--- src/rtl/flash_fe_pkg.sv ---
package flash_fe_pkg;

   localparam logic [7:0] OP_PAGE_RD   = 8'h52;
   localparam logic [7:0] OP_BUF_RD    = 8'h54;
   localparam logic [7:0] OP_BUF_WR    = 8'h84;
   localparam logic [7:0] OP_STATUS    = 8'h57;
   localparam logic [7:0] OP_XFER      = 8'h53;
   localparam logic [7:0] OP_COMPARE   = 8'h60;
   localparam logic [7:0] OP_PGM_ERS   = 8'h83;
   localparam logic [7:0] OP_PGM_RAW   = 8'h88;
   localparam logic [7:0] OP_PG_ERASE  = 8'h81;
   localparam logic [7:0] OP_BLK_ERASE = 8'h50;
   localparam logic [7:0] OP_PGM_THRU  = 8'h82;
   localparam logic [7:0] OP_REWRITE   = 8'h58;

   typedef enum logic [3:0] {
      ST_IDLE, ST_OPC, ST_ADDR, ST_DUMMY, ST_WDATA,
      ST_RDATA, ST_STAT, ST_HOLD, ST_IGN
   } fe_state_e;

   // commands that run in the sequencer once chip select rises
   function automatic logic op_deferred(input logic [7:0] c);
      return (c == OP_XFER)     || (c == OP_COMPARE)  || (c == OP_PGM_ERS) ||
             (c == OP_PGM_RAW)  || (c == OP_PG_ERASE) || (c == OP_BLK_ERASE) ||
             (c == OP_PGM_THRU) || (c == OP_REWRITE);
   endfunction

   // commands the front-end serves itself, status excluded
   function automatic logic op_local(input logic [7:0] c);
      return (c == OP_PAGE_RD) || (c == OP_BUF_RD) || (c == OP_BUF_WR);
   endfunction

endpackage

--- src/rtl/flash_fe_sync.sv ---
module flash_fe_sync #(
   parameter int             STAGES  = 2,
   parameter int             W       = 3,
   parameter logic [W-1:0]   RST_VAL = '0
) (
   input  logic         clk,
   input  logic         rst_n,
   input  logic [W-1:0] d,
   output logic [W-1:0] q
);

   if (STAGES < 1) begin : g_bad_stages
      $error("flash_fe_sync: STAGES must be at least 1");
   end

   logic [W-1:0] stg [STAGES];

   for (genvar i = 0; i < STAGES; i++) begin : g_stage
      if (i == 0) begin : g_first
         always_ff @(posedge clk or negedge rst_n) begin
            if (!rst_n) stg[0] <= RST_VAL;
            else        stg[0] <= d;
         end
      end else begin : g_next
         always_ff @(posedge clk or negedge rst_n) begin
            if (!rst_n) stg[i] <= RST_VAL;
            else        stg[i] <= stg[i-1];
         end
      end
   end

   assign q = stg[STAGES-1];

endmodule

--- src/rtl/flash_fe_bufram.sv ---
module flash_fe_bufram #(
   parameter int DEPTH = 264,
   parameter int AW    = 9
) (
   input  logic          clk,
   input  logic          we,
   input  logic [AW-1:0] waddr,
   input  logic [7:0]    wdata,
   input  logic [AW-1:0] raddr,
   output logic [7:0]    rdata
);

   if (DEPTH > (1 << AW)) begin : g_bad_depth
      $error("flash_fe_bufram: DEPTH does not fit AW");
   end

   logic [7:0] mem [DEPTH];

   always_ff @(posedge clk) begin
      if (we) mem[waddr] <= wdata;
      rdata <= mem[raddr];
   end

endmodule

--- src/rtl/flash_fe_oshift.sv ---
module flash_fe_oshift (
   input  logic       clk,
   input  logic       rst_n,
   input  logic       clear,
   input  logic       load,
   input  logic       shift,
   input  logic [7:0] din,
   output logic       so
);

   logic [6:0] rest;

   always_ff @(posedge clk or negedge rst_n) begin
      if (!rst_n) begin
         so   <= 1'b0;
         rest <= '0;
      end else if (clear) begin
         so   <= 1'b0;
         rest <= '0;
      end else if (load) begin
         {so, rest} <= din;
      end else if (shift) begin
         {so, rest} <= {rest, 1'b0};
      end
   end

endmodule

--- src/rtl/flash_fe.sv ---
module flash_fe import flash_fe_pkg::*; #(
   parameter int         BUF_BYTES   = 264,
   parameter int         PAGE_BYTES  = 264,
   parameter int         PAGE_AW     = 9,
   parameter int         BYTE_AW     = 9,
   parameter int         ADDR_BITS   = 24,
   parameter int         BUFRD_DUMMY = 8,
   parameter int         PGRD_DUMMY  = 32,
   parameter int         SYNC_STAGES = 2,
   parameter logic [2:0] DENSITY     = 3'b001
) (
   input  logic               clk,
   input  logic               rst_n,
   input  logic               sck,
   input  logic               cs_n,
   input  logic               si,
   output logic               so,
   output logic               so_oe,
   output logic               mode3,
   input  logic               busy,
   input  logic               cmp_result,
   output logic               arr_rd_en,
   output logic [PAGE_AW-1:0] arr_rd_page,
   output logic [BYTE_AW-1:0] arr_rd_byte,
   input  logic [7:0]         arr_rd_data,
   output logic               op_valid,
   output logic [7:0]         op_code,
   output logic [PAGE_AW-1:0] op_page,
   output logic [BYTE_AW-1:0] op_byte
);

   localparam int CW = $clog2(ADDR_BITS + PGRD_DUMMY + BUFRD_DUMMY + 1);
   localparam logic [CW-1:0] ADDR_LAST = CW'(ADDR_BITS - 1);
   localparam logic [CW-1:0] BRD_LAST  = CW'(BUFRD_DUMMY - 1);
   localparam logic [CW-1:0] PRD_LAST  = CW'(PGRD_DUMMY - 1);
   localparam logic [CW-1:0] OPC_LAST  = CW'(7);
   localparam logic [BYTE_AW-1:0] BUF_LIM = BYTE_AW'(BUF_BYTES);
   localparam logic [BYTE_AW-1:0] PG_LIM  = BYTE_AW'(PAGE_BYTES);

   // elaboration-time parameter checks
   if (PAGE_AW + BYTE_AW > ADDR_BITS) begin : g_bad_fields
      $error("flash_fe: page and byte fields exceed the address field");
   end
   if (BUF_BYTES >= (1 << BYTE_AW) || PAGE_BYTES >= (1 << BYTE_AW)) begin : g_bad_lim
      $error("flash_fe: byte field too narrow for buffer or page size");
   end
   if ((1 << BYTE_AW) > 2 * BUF_BYTES || (1 << BYTE_AW) > 2 * PAGE_BYTES) begin : g_bad_fold
      $error("flash_fe: start-address fold needs field range below twice the size");
   end
   if (BUFRD_DUMMY < 1 || PGRD_DUMMY < 1) begin : g_bad_dummy
      $error("flash_fe: dummy counts must be positive");
   end

   function automatic logic [BYTE_AW-1:0] ptr_step(input logic [BYTE_AW-1:0] p,
                                                   input logic [BYTE_AW-1:0] lim);
      return (p == lim - 1'b1) ? '0 : p + 1'b1;
   endfunction

   function automatic logic [BYTE_AW-1:0] ptr_fold(input logic [BYTE_AW-1:0] p,
                                                   input logic [BYTE_AW-1:0] lim);
      return (p >= lim) ? p - lim : p;
   endfunction

   // ---------------- pin synchronisation and edge detection
   logic [2:0] sync_q;
   logic       sck_s, cs_s, si_s;
   logic       sck_p, cs_p;

   flash_fe_sync #(.STAGES(SYNC_STAGES), .W(3), .RST_VAL(3'b110)) u_sync (
      .clk   (clk),
      .rst_n (rst_n),
      .d     ({sck, cs_n, si}),
      .q     (sync_q)
   );
   assign {sck_s, cs_s, si_s} = sync_q;

   logic sck_rise, sck_fall, cs_fall, cs_rise;
   assign sck_rise = sck_s & ~sck_p & ~cs_s;
   assign sck_fall = ~sck_s & sck_p & ~cs_s;
   assign cs_fall  = ~cs_s & cs_p;
   assign cs_rise  = cs_s & ~cs_p;

   // ---------------- command state
   fe_state_e          st;
   logic [CW-1:0]      cnt;
   logic [7:0]         opc_sh, opc;
   logic [ADDR_BITS-1:0] addr_sh;
   logic [BYTE_AW-1:0] ptr;
   logic [PAGE_AW-1:0] pg;
   logic [6:0]         wsh;
   logic [2:0]         obit;
   logic               oe;
   logic               buf_we;
   logic [BYTE_AW-1:0] buf_waddr;
   logic [7:0]         buf_wdata;
   logic [7:0]         buf_rdata;

   logic [7:0]           opc_next;
   logic [ADDR_BITS-1:0] addr_next;
   logic [7:0]           wbyte;
   logic [BYTE_AW-1:0]   start_fld;
   logic [BYTE_AW-1:0]   cur_lim;

   always_comb begin
      opc_next  = {opc_sh[6:0], si_s};
      addr_next = {addr_sh[ADDR_BITS-2:0], si_s};
      wbyte     = {wsh, si_s};
      start_fld = addr_next[BYTE_AW-1:0];
      cur_lim   = (opc == OP_PAGE_RD) ? PG_LIM : BUF_LIM;
   end

   always_ff @(posedge clk or negedge rst_n) begin
      if (!rst_n) begin
         sck_p     <= 1'b1;
         cs_p      <= 1'b1;
         st        <= ST_IDLE;
         cnt       <= '0;
         opc_sh    <= '0;
         opc       <= '0;
         addr_sh   <= '0;
         ptr       <= '0;
         pg        <= '0;
         wsh       <= '0;
         obit      <= '0;
         oe        <= 1'b0;
         mode3     <= 1'b1;
         buf_we    <= 1'b0;
         buf_waddr <= '0;
         buf_wdata <= '0;
         op_valid  <= 1'b0;
         op_code   <= '0;
         op_page   <= '0;
         op_byte   <= '0;
      end else begin
         sck_p    <= sck_s;
         cs_p     <= cs_s;
         op_valid <= 1'b0;
         buf_we   <= 1'b0;
         if (cs_fall) begin
            st    <= ST_OPC;
            cnt   <= '0;
            obit  <= '0;
            oe    <= 1'b0;
            mode3 <= sck_s;
         end else if (cs_rise) begin
            if (st == ST_HOLD || (st == ST_WDATA && opc == OP_PGM_THRU))
               op_valid <= 1'b1;
            st <= ST_IDLE;
            oe <= 1'b0;
         end else if (sck_rise) begin
            unique case (st)
               ST_OPC: begin
                  opc_sh <= opc_next;
                  cnt    <= cnt + 1'b1;
                  if (cnt == OPC_LAST) begin
                     opc  <= opc_next;
                     cnt  <= '0;
                     obit <= '0;
                     if (opc_next == OP_STATUS)
                        st <= ST_STAT;
                     else if (busy || !(op_local(opc_next) || op_deferred(opc_next)))
                        st <= ST_IGN;
                     else
                        st <= ST_ADDR;
                  end
               end
               ST_ADDR: begin
                  addr_sh <= addr_next;
                  cnt     <= cnt + 1'b1;
                  if (cnt == ADDR_LAST) begin
                     cnt     <= '0;
                     obit    <= '0;
                     pg      <= addr_next[BYTE_AW +: PAGE_AW];
                     ptr     <= ptr_fold(start_fld, cur_lim);
                     op_code <= opc;
                     op_page <= addr_next[BYTE_AW +: PAGE_AW];
                     op_byte <= start_fld;
                     if (opc == OP_BUF_WR || opc == OP_PGM_THRU) st <= ST_WDATA;
                     else if (opc == OP_BUF_RD || opc == OP_PAGE_RD) st <= ST_DUMMY;
                     else st <= ST_HOLD;
                  end
               end
               ST_DUMMY: begin
                  cnt <= cnt + 1'b1;
                  if (cnt == ((opc == OP_BUF_RD) ? BRD_LAST : PRD_LAST)) begin
                     cnt  <= '0;
                     obit <= '0;
                     st   <= ST_RDATA;
                  end
               end
               ST_WDATA: begin
                  wsh  <= wbyte[6:0];
                  obit <= obit + 1'b1;
                  if (obit == 3'd7) begin
                     buf_we    <= 1'b1;
                     buf_waddr <= ptr;
                     buf_wdata <= wbyte;
                     ptr       <= ptr_step(ptr, BUF_LIM);
                  end
               end
               default: ;
            endcase
         end else if (sck_fall && (st == ST_RDATA || st == ST_STAT)) begin
            oe   <= 1'b1;
            obit <= obit + 1'b1;
            if (st == ST_RDATA && obit == 3'd0)
               ptr <= ptr_step(ptr, cur_lim);
         end
      end
   end

   // ---------------- data sources and output shifter
   logic       out_go, sh_load, sh_shift;
   logic [7:0] status_byte, src_byte;

   always_comb begin
      out_go      = sck_fall && !cs_fall && (st == ST_RDATA || st == ST_STAT);
      sh_load     = out_go && (obit == 3'd0);
      sh_shift    = out_go && (obit != 3'd0);
      status_byte = {~busy, cmp_result, DENSITY, 3'b000};
      if (st == ST_STAT)          src_byte = status_byte;
      else if (opc == OP_BUF_RD)  src_byte = buf_rdata;
      else                        src_byte = arr_rd_data;
   end

   flash_fe_bufram #(.DEPTH(BUF_BYTES), .AW(BYTE_AW)) u_buf (
      .clk   (clk),
      .we    (buf_we),
      .waddr (buf_waddr),
      .wdata (buf_wdata),
      .raddr (ptr),
      .rdata (buf_rdata)
   );

   flash_fe_oshift u_osh (
      .clk   (clk),
      .rst_n (rst_n),
      .clear (cs_fall),
      .load  (sh_load),
      .shift (sh_shift),
      .din   (src_byte),
      .so    (so)
   );

   assign so_oe       = oe;
   assign arr_rd_en   = (st == ST_DUMMY || st == ST_RDATA) && (opc == OP_PAGE_RD);
   assign arr_rd_page = pg;
   assign arr_rd_byte = ptr;

endmodule

--- config.mk ---
export PLATFORM = sky130hd
export DESIGN_NAME = flash_fe
export DESIGN_NICKNAME = d
export VERILOG_FILES = /design/src/rtl/flash_fe_pkg.sv /design/src/rtl/flash_fe_sync.sv /design/src/rtl/flash_fe_bufram.sv /design/src/rtl/flash_fe_oshift.sv /design/src/rtl/flash_fe.sv
export SDC_FILE = /design/constraint.sdc
export NUM_CORES = 2
export LEC_CHECK = 0
export CORE_ASPECT_RATIO = 0.5
export CORE_UTILIZATION = 25
export CTS_CLUSTER_SIZE = 12
export DETAILED_ROUTE_END_ITERATION = 7
export GPL_TIMING_DRIVEN = 0
export PLACE_DENSITY_LB_ADDON = 0.15
export SLEW_MARGIN = 20
export SYNTH_ARGS = -nofsm -noshare
export SYNTH_HDL_FRONTEND = slang
export SYNTH_SLANG_ARGS = --single-unit
--- constraint.sdc ---
create_clock -name clk -period 4.3 [get_ports clk]
set_clock_uncertainty 0.2 [all_clocks]
set_input_delay 0.43 -clock clk [delete_from_list [all_inputs] [get_ports clk]]
set_output_delay 0.43 -clock clk [all_outputs]
set_load 0.01 [all_outputs]
==> results.txt <==
Max cap viols -> 0
Die H -> 423.6 µm
Post-layout net count -> 4,968
Area growth syn-to-layout -> 18.98%
Setup CP Type -> reg -> reg
#FFs+latches synth -> 2,245
Fin cells -> 9,876
Warnings from Yosys -> 0
Slew margin rel. -> 0.1095
Power density cells -> 549.5 mW/mm²
WP data arrival -> 5.09 ns
Worst-margin pin slew -> 1.332 ns
Crit path launch -> arr_rd_byte[4]
Crit-path max cell delay -> 0.70 ns
Dpl hpwl -> 293,900 µm
Vias per inst -> 5.371
I/O pin total -> 64
Core ar. -> 0.3530 mm²
Remaining DRCs -> 0
Final wirelength -> 427,500 µm
CP Launch Type -> register
Placed cell count -> 9,454
Die Footprint -> 0.3580 mm²
Sw Pwr -> 20.51 mW
Bufs on Longest Clock Path -> 4
Fin crit share -> 1.058
Drt wl/cell -> 43.29 µm
Crit path depth -> 8
Slowest cell on the critical path -> dfrtp_1
Tot Pwr -> 58.10 mW
Buf/Inv on CP -> 4
Mapped Nets -> 4,563
Vias in the first global route -> 50,430
Yosys cell types -> 85
Sw frac -> 0.3530
Most frequent cells in the layout -> edfxtp_1 (2,112), mux4_2 (414), nor2_1 (301), mux2i_1 (242), clkbuf_16 (236)
Pins Over Slew Limit -> 0
Top_reg_cell synth -> edfxtp_1
CTS Buf Count -> 234
Initial Util -> 0.2518
1st-pass router iterations -> 6
Initial drt markers -> 8,916
Post-synthesis cell count -> 4,540
Critical Path End -> u_buf.rdata[6]
Fmax -> 219.7 MHz
Post-Syn Area per Cell -> 19.57 µm²
Place WS -> -2.496 ns
Post-synth EDFFs -> 2,112
Seq/Total Area, Yosys -> 0.7507
Post-layout min period -> 4.551 ns
Port bufs -> 63
Num rows -> 154
GRT Overall Usage -> 0.2324
CP required -> 4.84 ns
Final Wtd Congestion -> 0.9336
Worst R2R Path Depth -> 8
R2R setup slack -> -0.25 ns
Leakage power -> 27.90 nW
CP cell instances -> clkbuf_2 -> clkdlybuf4s15_2 -> buf_4 -> clkbuf_4 -> o211ai_1 -> o21ai_1 -> a21oi_1 -> a311o_1
TritonCTS Sinks -> 2,245
Commonest non-fill, non-tap cell in the layout -> edfxtp_1
Top delay family on crit path -> buffers and inverters
Post-Syn Area -> 0.08887 mm²
Top post-synthesis cells by area -> edfxtp_1 (71%), mux4_2 (10%), dfrtp_1 (3.3%), mux2i_1 (2.9%), nor2_1 (1.5%)
Post-route ant nets -> 0
Worst Setup Slack, final -> -0.2511 ns
Final Hold Viols -> 0
Worst r2r src -> arr_rd_byte[4]
Fraction of layout cells with a size suffix above 1 -> 0.2511
Die width -> 845.2 µm
Htree depth -> 4
Pint -> 37.59 mW
CTS tree -> done
Post-synth ARST share -> 0.05568
Worst ir drop on vdd -> 338.6 µV
Clock transition at path regs -> 0.06 ns
Root Buffer -> clkbuf_16
Comb power frac -> 0.263
Share of the synthesized area in the top cell type -> 0.7136
First-pass GRT wire length -> 540,000 µm
Clock power frac -> 0.328
Sequential share of power -> 0.409
Clock latency on the worst-skew pair -> 0.93 ns
Congestion Overflow GR -> 0
R2R Path End -> u_buf.rdata[6]
Final setup fails -> 24
Maximum number of pins on one net before global-route repair -> 94
Vias -> 53,050
Status -> finished with violations
Violated checks -> negative setup slack
Yosys top cell by area -> edfxtp_1
HP Class -> in -> reg
Hold slack -> 0.1070 ns
CP endpoint kind -> register
Antenna violations before repair -> 64
CP Max Fanout -> 10
[routing by layer]
metal	global-route usage	wire, µm
met1	0.3103	173700
met2	0.3378	180000
met3	0.08174	49890
met4	0.1086	23690
met5	0	214
[worst register-to-register path, delay by kind of cell (launching register included)]
kind | cells | cell delay [ns]
AO/OA/AOI/OAI | 4 | 1.35
buffers and inverters | 4 | 2.12
flip-flops | 1 | 0.70
[worst min path at each step]
stage                        startpoint             to  slack (ns)  cells after the start
after floorplan                   rst_n     addr_sh[0]       -0.07                      0
after CTS                    cmp_result  u_osh.rest[6]        0.07                      5
after detailed placement          rst_n         cnt[0]        0.12                      1
final                        cmp_result  u_osh.rest[6]        0.11                      5
after global routing         cmp_result  u_osh.rest[6]        0.15                      5
after global placement    u_sync.stg[3]    u_sync.q[0]        0.14                      0
[stage by stage]
| stage | utilization | TNS [ns] | area, µm² |
|---|---|---|---|
| 2_1_floorplan | - | 0 | 88870 |
| 3_3_place_gp | 0.2704 | - | 95450 |
| 3_5_place_dp | 0.2773 | -22.48 | 97870 |
| 4_1_cts | 0.2992 | 0 | 105600 |
| 5_1_grt | 0.2994 | -0.005924 | 105700 |
| 6_report | 0.2995 | -1.544 | 105700 |
[cells in the mapped netlist (16+ instances only)]
library cell and n:
a211oi_1 19, nand3_1 48, a221oi_1 47, a22oi_1 58, mux2i_1 255, buf_8 19
edfxtp_1 2112, clkbuf_1 109, mux4_1 22, o221ai_1 17, o21ai_0 97, nor2b_1 20
buf_6 37, nand2_1 160, mux2_2 100, mux4_2 414, buf_2 54, buf_4 31
nor2_1 350, nand2b_1 19, inv_1 16, o22ai_1 42, o211ai_1 19, dfrtp_1 118
a21oi_1 80, nor3_1 37
[what timing repair did]
| item | in CTS | in global routing |
|---|---|---|
| endpoints found under the hold margin | 128 | 0 |
| gates resized for setup | 233 | 25 |
| setup endpoints to repair | 19 | 7 |
| hold buffers | 6 | 0 |
| buffers inserted | 9 | 0 |
| pin swaps | 6 | 1 |
[cells by family after synthesis]
kind of cell	after synthesis	synth area share
mux	791	0.1528
buf+inv	290	0.02139
xor+xnor	5	0.0004927
simple gates	708	0.03502
flops	2245	0.7507
fa+ha+maj	8	0.001126
compound gates	493	0.03842
[registers in the layout (all words and copies together) (netlist names), 4 cells and up]
register     count
u_buf.mem     2112
addr_sh         17
arr_rd_byte      9
arr_rd_page      9
buf_waddr        9
op_byte          9
buf_wdata        8
op_code          8
opc              8
u_buf.rdata      8
cnt              7
opc_sh           7
u_osh.rest       7
wsh              7
st               4
[power groups by stage]
stage | combinational [mW] | clock (mW) | sequential [mW]
after floorplan | 4.82 | 0 | 24.2
after global placement | 13.5 | 0 | 24.2
after detailed placement | 14.1 | 0 | 24.2
after CTS | 14.7 | 19.2 | 23.8
after global routing | 14.8 | 19.9 | 23.8
final | 15.3 | 19.1 | 23.8
[cell type report]
type                            count  area, µm²
Antenna cell                       16      40.04
Multi-Input combinational cell   2005      20810
Sequential cell                  2245      66750
Fill cell                       34510     247300
Clock buffer                      316       6266
Timing Repair Buffer              171       2903
Clock inverter                     77      442.9
Tap cell                         4758       5953
Buffer                            269       2485
Inverter                           19      81.33
Note: power is estimated with default switching activity, not from simulation.
